==> config.mk <==
export PLATFORM = sky130hd
export DESIGN_NAME = uc_alu
export DESIGN_NICKNAME = d
export VERILOG_FILES = /design/src/rtl/uc_alu_pkg.sv /design/src/rtl/uc_alu_ctrl.sv /design/src/rtl/uc_alu_dp.sv /design/src/rtl/uc_alu.sv
export SDC_FILE = /design/constraint.sdc
export NUM_CORES = 1
export LEC_CHECK = 0
export BUFFER_PORTS_ARGS = -buffer_cell sky130_fd_sc_hd__buf_2
export CORE_MARGIN = 2
export CORE_UTILIZATION = 35
export DETAILED_ROUTE_END_ITERATION = 10
export PLACE_DENSITY = 0.56
export SYNTH_ARGS = -nofsm -noshare
export SYNTH_HDL_FRONTEND = slang
export SYNTH_SLANG_ARGS = --single-unit
==> constraint.sdc <==
create_clock -name clk -period 5.32 [get_ports clk]
set_input_delay 1.064 -clock clk [delete_from_list [all_inputs] [get_ports clk]]
set_output_delay 1.064 -clock clk [all_outputs]
set_load 0.03 [all_outputs]
==> src/rtl/uc_alu_pkg.sv <==
package uc_alu_pkg;

  typedef enum logic [3:0] {
    FN_ADD4  = 4'd0,
    FN_ADD   = 4'd1,
    FN_SUB   = 4'd2,
    FN_OR    = 4'd3,
    FN_AND   = 4'd4,
    FN_XOR   = 4'd5,
    FN_SHL   = 4'd6,
    FN_SHRL  = 4'd7,
    FN_SHRA  = 4'd8,
    FN_LTS   = 4'd9,
    FN_LTU   = 4'd10,
    FN_SEXTB = 4'd11,
    FN_SEXTH = 4'd12,
    FN_RSV13 = 4'd13,
    FN_RSV14 = 4'd14,
    FN_RSV15 = 4'd15
  } aluFn_e;

  typedef struct packed {
    logic   loadA;
    logic   loadB;
    logic   readOut;
    aluFn_e fn;
  } aluStrobes_t;

endpackage

==> src/rtl/uc_alu_ctrl.sv <==
module uc_alu_ctrl
  import uc_alu_pkg::*;
#(
  parameter int UW_W     = 32,
  parameter int LOADA_BIT = 8,
  parameter int LOADB_BIT = 9,
  parameter int READ_BIT  = 10,
  parameter int FN_LSB    = 11,
  parameter int FN_W      = 4
) (
  input  logic [UW_W-1:0] microWord,
  output aluStrobes_t     strobes
);

  localparam int FN_MSB = FN_LSB + FN_W - 1;

  always_comb begin
    strobes.loadA   = microWord[LOADA_BIT];
    strobes.loadB   = microWord[LOADB_BIT];
    strobes.readOut = microWord[READ_BIT];
    strobes.fn      = aluFn_e'(microWord[FN_MSB:FN_LSB]);
  end

endmodule

==> src/rtl/uc_alu_dp.sv <==
module uc_alu_dp
  import uc_alu_pkg::*;
#(
  parameter int DATA_W = 32,
  parameter int STEP   = 4
) (
  input  logic              clk,
  input  logic              rstN,
  input  aluStrobes_t       strobes,
  input  logic [DATA_W-1:0] busIn,
  output logic [DATA_W-1:0] busOut,
  output logic              busDrive
);

  localparam int SH_W = $clog2(DATA_W);
  localparam int BYTE_W = 8;
  localparam int HALF_W = 16;

  logic [DATA_W-1:0] opA;
  logic [DATA_W-1:0] opB;
  logic [DATA_W-1:0] result;
  logic [SH_W-1:0]   shAmt;
  logic              ltSigned;
  logic              ltUnsigned;

  always_ff @(posedge clk) begin
    if (!rstN) begin
      opA <= '0;
      opB <= '0;
    end else begin
      if (strobes.loadA) opA <= busIn;
      if (strobes.loadB) opB <= busIn;
    end
  end

  assign shAmt      = opB[SH_W-1:0];
  assign ltSigned   = $signed(opA) < $signed(opB);
  assign ltUnsigned = opA < opB;

  always_comb begin
    case (strobes.fn)
      FN_ADD4:  result = opA + DATA_W'(STEP);
      FN_ADD:   result = opA + opB;
      FN_SUB:   result = opA - opB;
      FN_OR:    result = opA | opB;
      FN_AND:   result = opA & opB;
      FN_XOR:   result = opA ^ opB;
      FN_SHL:   result = opA << shAmt;
      FN_SHRL:  result = opA >> shAmt;
      FN_SHRA:  result = DATA_W'($signed(opA) >>> shAmt);
      FN_LTS:   result = {{(DATA_W-1){1'b0}}, ltSigned};
      FN_LTU:   result = {{(DATA_W-1){1'b0}}, ltUnsigned};
      FN_SEXTB: result = {{(DATA_W-BYTE_W){opA[BYTE_W-1]}}, opA[BYTE_W-1:0]};
      FN_SEXTH: result = {{(DATA_W-HALF_W){opA[HALF_W-1]}}, opA[HALF_W-1:0]};
      default:  result = '0;
    endcase
  end

  assign busOut   = strobes.readOut ? result : '0;
  assign busDrive = strobes.readOut;

  // operand A follows its strobe
  a_r2_a_loads: assert property (@(posedge clk) disable iff (!rstN)
    strobes.loadA |=> opA == $past(busIn));
  a_r2_a_holds: assert property (@(posedge clk) disable iff (!rstN)
    !strobes.loadA |=> $stable(opA));
  // operand B follows its strobe
  a_r3_b_loads: assert property (@(posedge clk) disable iff (!rstN)
    strobes.loadB |=> opB == $past(busIn));
  a_r3_b_holds: assert property (@(posedge clk) disable iff (!rstN)
    !strobes.loadB |=> $stable(opB));

endmodule

==> src/rtl/uc_alu.sv <==
module uc_alu
  import uc_alu_pkg::*;
#(
  parameter int DATA_W    = 32,
  parameter int UW_W      = 32,
  parameter int LOADA_BIT = 8,
  parameter int LOADB_BIT = 9,
  parameter int READ_BIT  = 10,
  parameter int FN_LSB    = 11
) (
  input  logic              clk,
  input  logic              rstN,
  input  logic [UW_W-1:0]   microWord,
  input  logic [DATA_W-1:0] busIn,
  output logic [DATA_W-1:0] busOut,
  output logic              busDrive
);

  localparam int FN_W = 4;
  localparam int FN_MSB = FN_LSB + FN_W - 1;

  aluStrobes_t strobes;

  uc_alu_ctrl #(
    .UW_W(UW_W), .LOADA_BIT(LOADA_BIT), .LOADB_BIT(LOADB_BIT),
    .READ_BIT(READ_BIT), .FN_LSB(FN_LSB), .FN_W(FN_W)
  ) i_ctrl (
    .microWord(microWord),
    .strobes  (strobes)
  );

  uc_alu_dp #(.DATA_W(DATA_W), .STEP(4)) i_dp (
    .clk     (clk),
    .rstN    (rstN),
    .strobes (strobes),
    .busIn   (busIn),
    .busOut  (busOut),
    .busDrive(busDrive)
  );

  // nothing on the bus without the read strobe
  a_r4_quiet_bus: assert property (@(posedge clk) disable iff (!rstN)
    !microWord[READ_BIT] |-> (busOut == '0 && !busDrive));
  // compare results use bit 0 only
  a_r10_flag_only: assert property (@(posedge clk) disable iff (!rstN)
    (microWord[READ_BIT] && (microWord[FN_MSB:FN_LSB] == 4'd9 ||
                             microWord[FN_MSB:FN_LSB] == 4'd10))
    |-> busOut[DATA_W-1:1] == '0);
  // reserved codes read as zero
  a_r12_reserved_zero: assert property (@(posedge clk) disable iff (!rstN)
    (microWord[READ_BIT] && microWord[FN_MSB:FN_LSB] >= 4'd13)
    |-> busOut == '0);

endmodule

==> summary.md <==
| Metric | Value |
|---|---|
| Hold Path Class | `reg2reg` |
| Crit path capture type | `output pin` |
| Number of global-route vias before repair | `13300` |
| Core area | `about 0.035 mm^2` |
| First-pass GRT wire length | `between 80000 and 90000 um` |
| Post-Synth Adder-Cell Area | `11.8%` |
| DIE AREA | `between 0.03 and 0.04 mm^2` |
| Area added between synthesis and finish | `12.6%` |
| Post-route minimum period | `between 5000 and 6000 ps` |
| Synthesis Warnings | `0` |
| Post-route ant nets | `0` |
| Synth Area in Compound Gates | `26.8%` |
| DRC Markers | `0` |
| Row count | `69` |
| Pwr/cell area | `178 mW/mm^2` |
| Synthesized area | `between 0.01 and 0.015 mm^2` |
| Hpwl dp | `between 40000 and 50000 um` |
| Pins Over Slew Limit | `0` |
| WP buf/inv | `5` |
| H-tree Lvls | `3` |
| CP Launch Type | `input port` |
| Post-CTS setup buffers | `0` |
| Sw Share | `45.5%` |
| CP Cell Sequence | `buf_2, buf_4, nand4bb_1, buf_12, nor2_1, a221oi_1, o311ai_0, a2111oi_0, a31oi_2, buf_4, buf_2` |
| Via Count | `14200` |
| Largest vdd supply drop | `158 uV` |
| Overflow after GRT | `0` |
| Worst-margin pin slew | `1020 ps` |
| Slowest stage delay, CP | `620 ps` |
| CP top delay family | `compound AO/OA/AOI/OAI gates` |
| Lkg Pwr | `5.61 nW` |
| Largest net degree at the start of global routing | `68` |
| TritonCTS Buffers | `9` |
| Critical Path RT | `4260 ps` |
| Worst Skew | `0 ps` |
| Sequential share of power | `21.8%` |
| Via-per-instance ratio | `6.37` |
| Clock share of power | `between 20% and 30%` |
| Layout Utilization | `39.8%` |
| Syn avg cell area | `between 7 and 8 um^2` |
| Crit-path slowest cell | `a221oi_1` |
| Finished Cell Area | `about 0.014 mm^2` |
| Fraction of layout cells with a size suffix above 1 | `16.9%` |
| Final Hold Viols | `0` |
| Synthesized instance count | `1707` |
| Post-synth EDFFs | `0` |
| Logic gate share of total power | `approximately 53%` |
| Clk Latency, worst-skew pair | `370 ps` |
| CTS tree | `yes` |
| Fmax | `189 MHz` |
| Endpoints failing setup | `0` |
| Final period util | `99.3%` |
| Mapped Nets | `1890` |
| NetSw | `1.14 mW` |
| Max-cap violations | `0` |
| DRT Wirelength | `58800 um` |
| Multiplexer share of the synthesized area | `18.4%` |
| Post-Synth XOR/XNOR Area | `2.60%` |
| Largest family of logic cells by synthesized area | `compound AO/OA/AOI/OAI gates` |
| WL/cell | `26.4 um` |
| Distinct cells, synth | `81` |
| Critical path class | `in2out` |
| Status | `complete, no violations` |
| Crit-path max FO | `31` |
| RSZ-0062 raised after global routing | `yes` |
| Port bufs | `73` |
| Total GRT Usage | `a little under a third` |
| Drt first pass iters | `5` |
| DIE WIDTH | `193 um` |
| CTS clock-pin slew for the worst setup and hold paths | `60 ps` |
| Clk sinks | `64` |
| Clock root buffer | `clkbuf_16` |
| Placed Area | `0.0137 mm^2` |
| Slew headroom | `approximately a third` |
| Fraction of registers with async set/reset | `0%` |
| Final Wtd Congestion | `between 1 and 1.5` |
| Final Hold Slack | `545 ps` |
| Initial Util | `35.4%` |
| Longest Clk Path Bufs | `2` |
| Internal power | `1.36 mW` |
| Initial DRC Count | `roughly 1900` |
| Post-Synth Simple-Gate Area | `22.0%` |
| Final #Nets | `about 1900` |
| Io pins | `99` |
| CP arrival | `4220 ps` |
| Top FF cell, synth | `dfxtp_1` |
| Chip height | `193 um` |
| Seq cells post-synth | `64` |
| Initial antenna violation count | `1` |
| Sequential area share after synthesis | `10.3%` |
-- worst min-delay path: stages, from the launching register on --
cell	delay, ps
dfxtp_1	320
mux2i_1	120
nor2b_1	50
-- logic make-up (layout without fill, tap and decap cells) --
logic type      after synthesis  count (layout)
buf+inv                     244             297
other cells                   0               1
simple gates                573             573
flops                        64              64
fa+ha+maj                   117             117
xor+xnor                     37              37
mux                         169             169
compound gates              503             503
-- stage by stage --
| stage | setup TNS, ps | cells | total power [mW] | setup WS [ps] |
|---|---|---|---|---|
| floorplan | 0 | 1707 | 1.38 | 350 |
| global placement | 0 | 2205 | 1.82 | 112 |
| detailed placement | 0 | 2205 | 1.82 | 202 |
| CTS | 0 | 2221 | 2.48 | 108 |
| global route | -30.4 | 2221 | 2.62 | -30.4 |
| finish | 0 | 2222 | 2.50 | 35.0 |
-- cells in the final DEF, fill, tap and decap left out, types with 22 or more instances in the layout --
cell and count:
a21oi_1 122, a221oi_1 25, a31oi_1 24, buf_2 73
buf_4 113, dfxtp_1 57, ha_1 114, inv_1 90
mux2i_1 112, mux4_2 48, nand2_1 108, nand3_1 35
nor2_1 211, nor2b_1 74, nor3_1 41, o211ai_1 22
o21ai_0 93, o22ai_1 26, xnor2_1 35
-- power by group through the flow --
stage                     Clock [mW]  Sequential (mW)  Combinational, mW
final                          0.644            0.546               1.31
after global routing           0.678            0.551               1.40
after CTS                      0.661            0.545               1.28
after detailed placement           0            0.556               1.26
after global placement             0            0.554               1.27
after floorplan                    0            0.547              0.831
-- path summary, 6_finish.rpt --
check	startpoint	to	slack, ps	cells past startpoint
worst max-delay path	microWord[13]	busOut[18]	30	11
worst min-delay path	i_dp.opB[27]	i_dp.opB[27]	540	2
worst max register to register	i_dp.opB[2]	i_dp.opB[2]	3960	3
worst min register to register	i_dp.opB[27]	i_dp.opB[27]	540	2
-- routing by layer --
metal | global-route usage (%) | share of wire (%)
met1 | 43.9 | 44
met2 | 48.5 | 44
met3 | 5.64 | 9.0
met4 | 11.0 | 3.5
met5 | 0 | 0
-- state kept, by name (all words and copies together) (netlist names) --
name and cells:
i_dp.opA 32, i_dp.opB 32
-- area by class of cell --
type,count,area [um^2]
multi-input cells,1399,10300
repair buffers,188,1250
clock inverters,3,40.0
flip-flops and latches,64,1290
inverters,93,349
well taps,461,577
clock buffers,13,260
fillers,3701,21200
diodes,1,2.50
-- Yosys cell counts (12+ instances only) --
cell	number	area share (%)
or3_1	18	0.90
nand2b_1	15	0.75
o21bai_1	12	0.72
a21oi_1	122	4.9
buf_2	26	1.0
a221oi_1	26	1.8
xnor2_1	35	2.5
nor2_1	212	6.4
a22oi_1	21	1.3
nand2_1	108	3.2
inv_1	91	2.7
a21o_1	12	0.72
o22ai_1	26	1.3
o211ai_1	22	1.3
a211oi_1	21	1.3
ha_1	115	12
nor2b_1	74	3.7
mux2i_1	112	9.0
nand3_1	35	1.4
nor3_1	44	1.8
clkbuf_1	102	3.1
o31ai_1	16	0.96
mux4_2	48	8.7
a31oi_1	25	1.3
nor4_1	15	0.75
dfxtp_1	64	10
buf_1	14	0.42
o21ai_0	93	3.7
-- repair_timing --
| action | in CTS | in global routing |
|---|---|---|
| gates resized for setup | 5 | 9 |
| hold buffers | 0 | 0 |
| endpoints found under the setup margin | 4 | 11 |
Note: power is estimated with default switching activity, not from simulation.
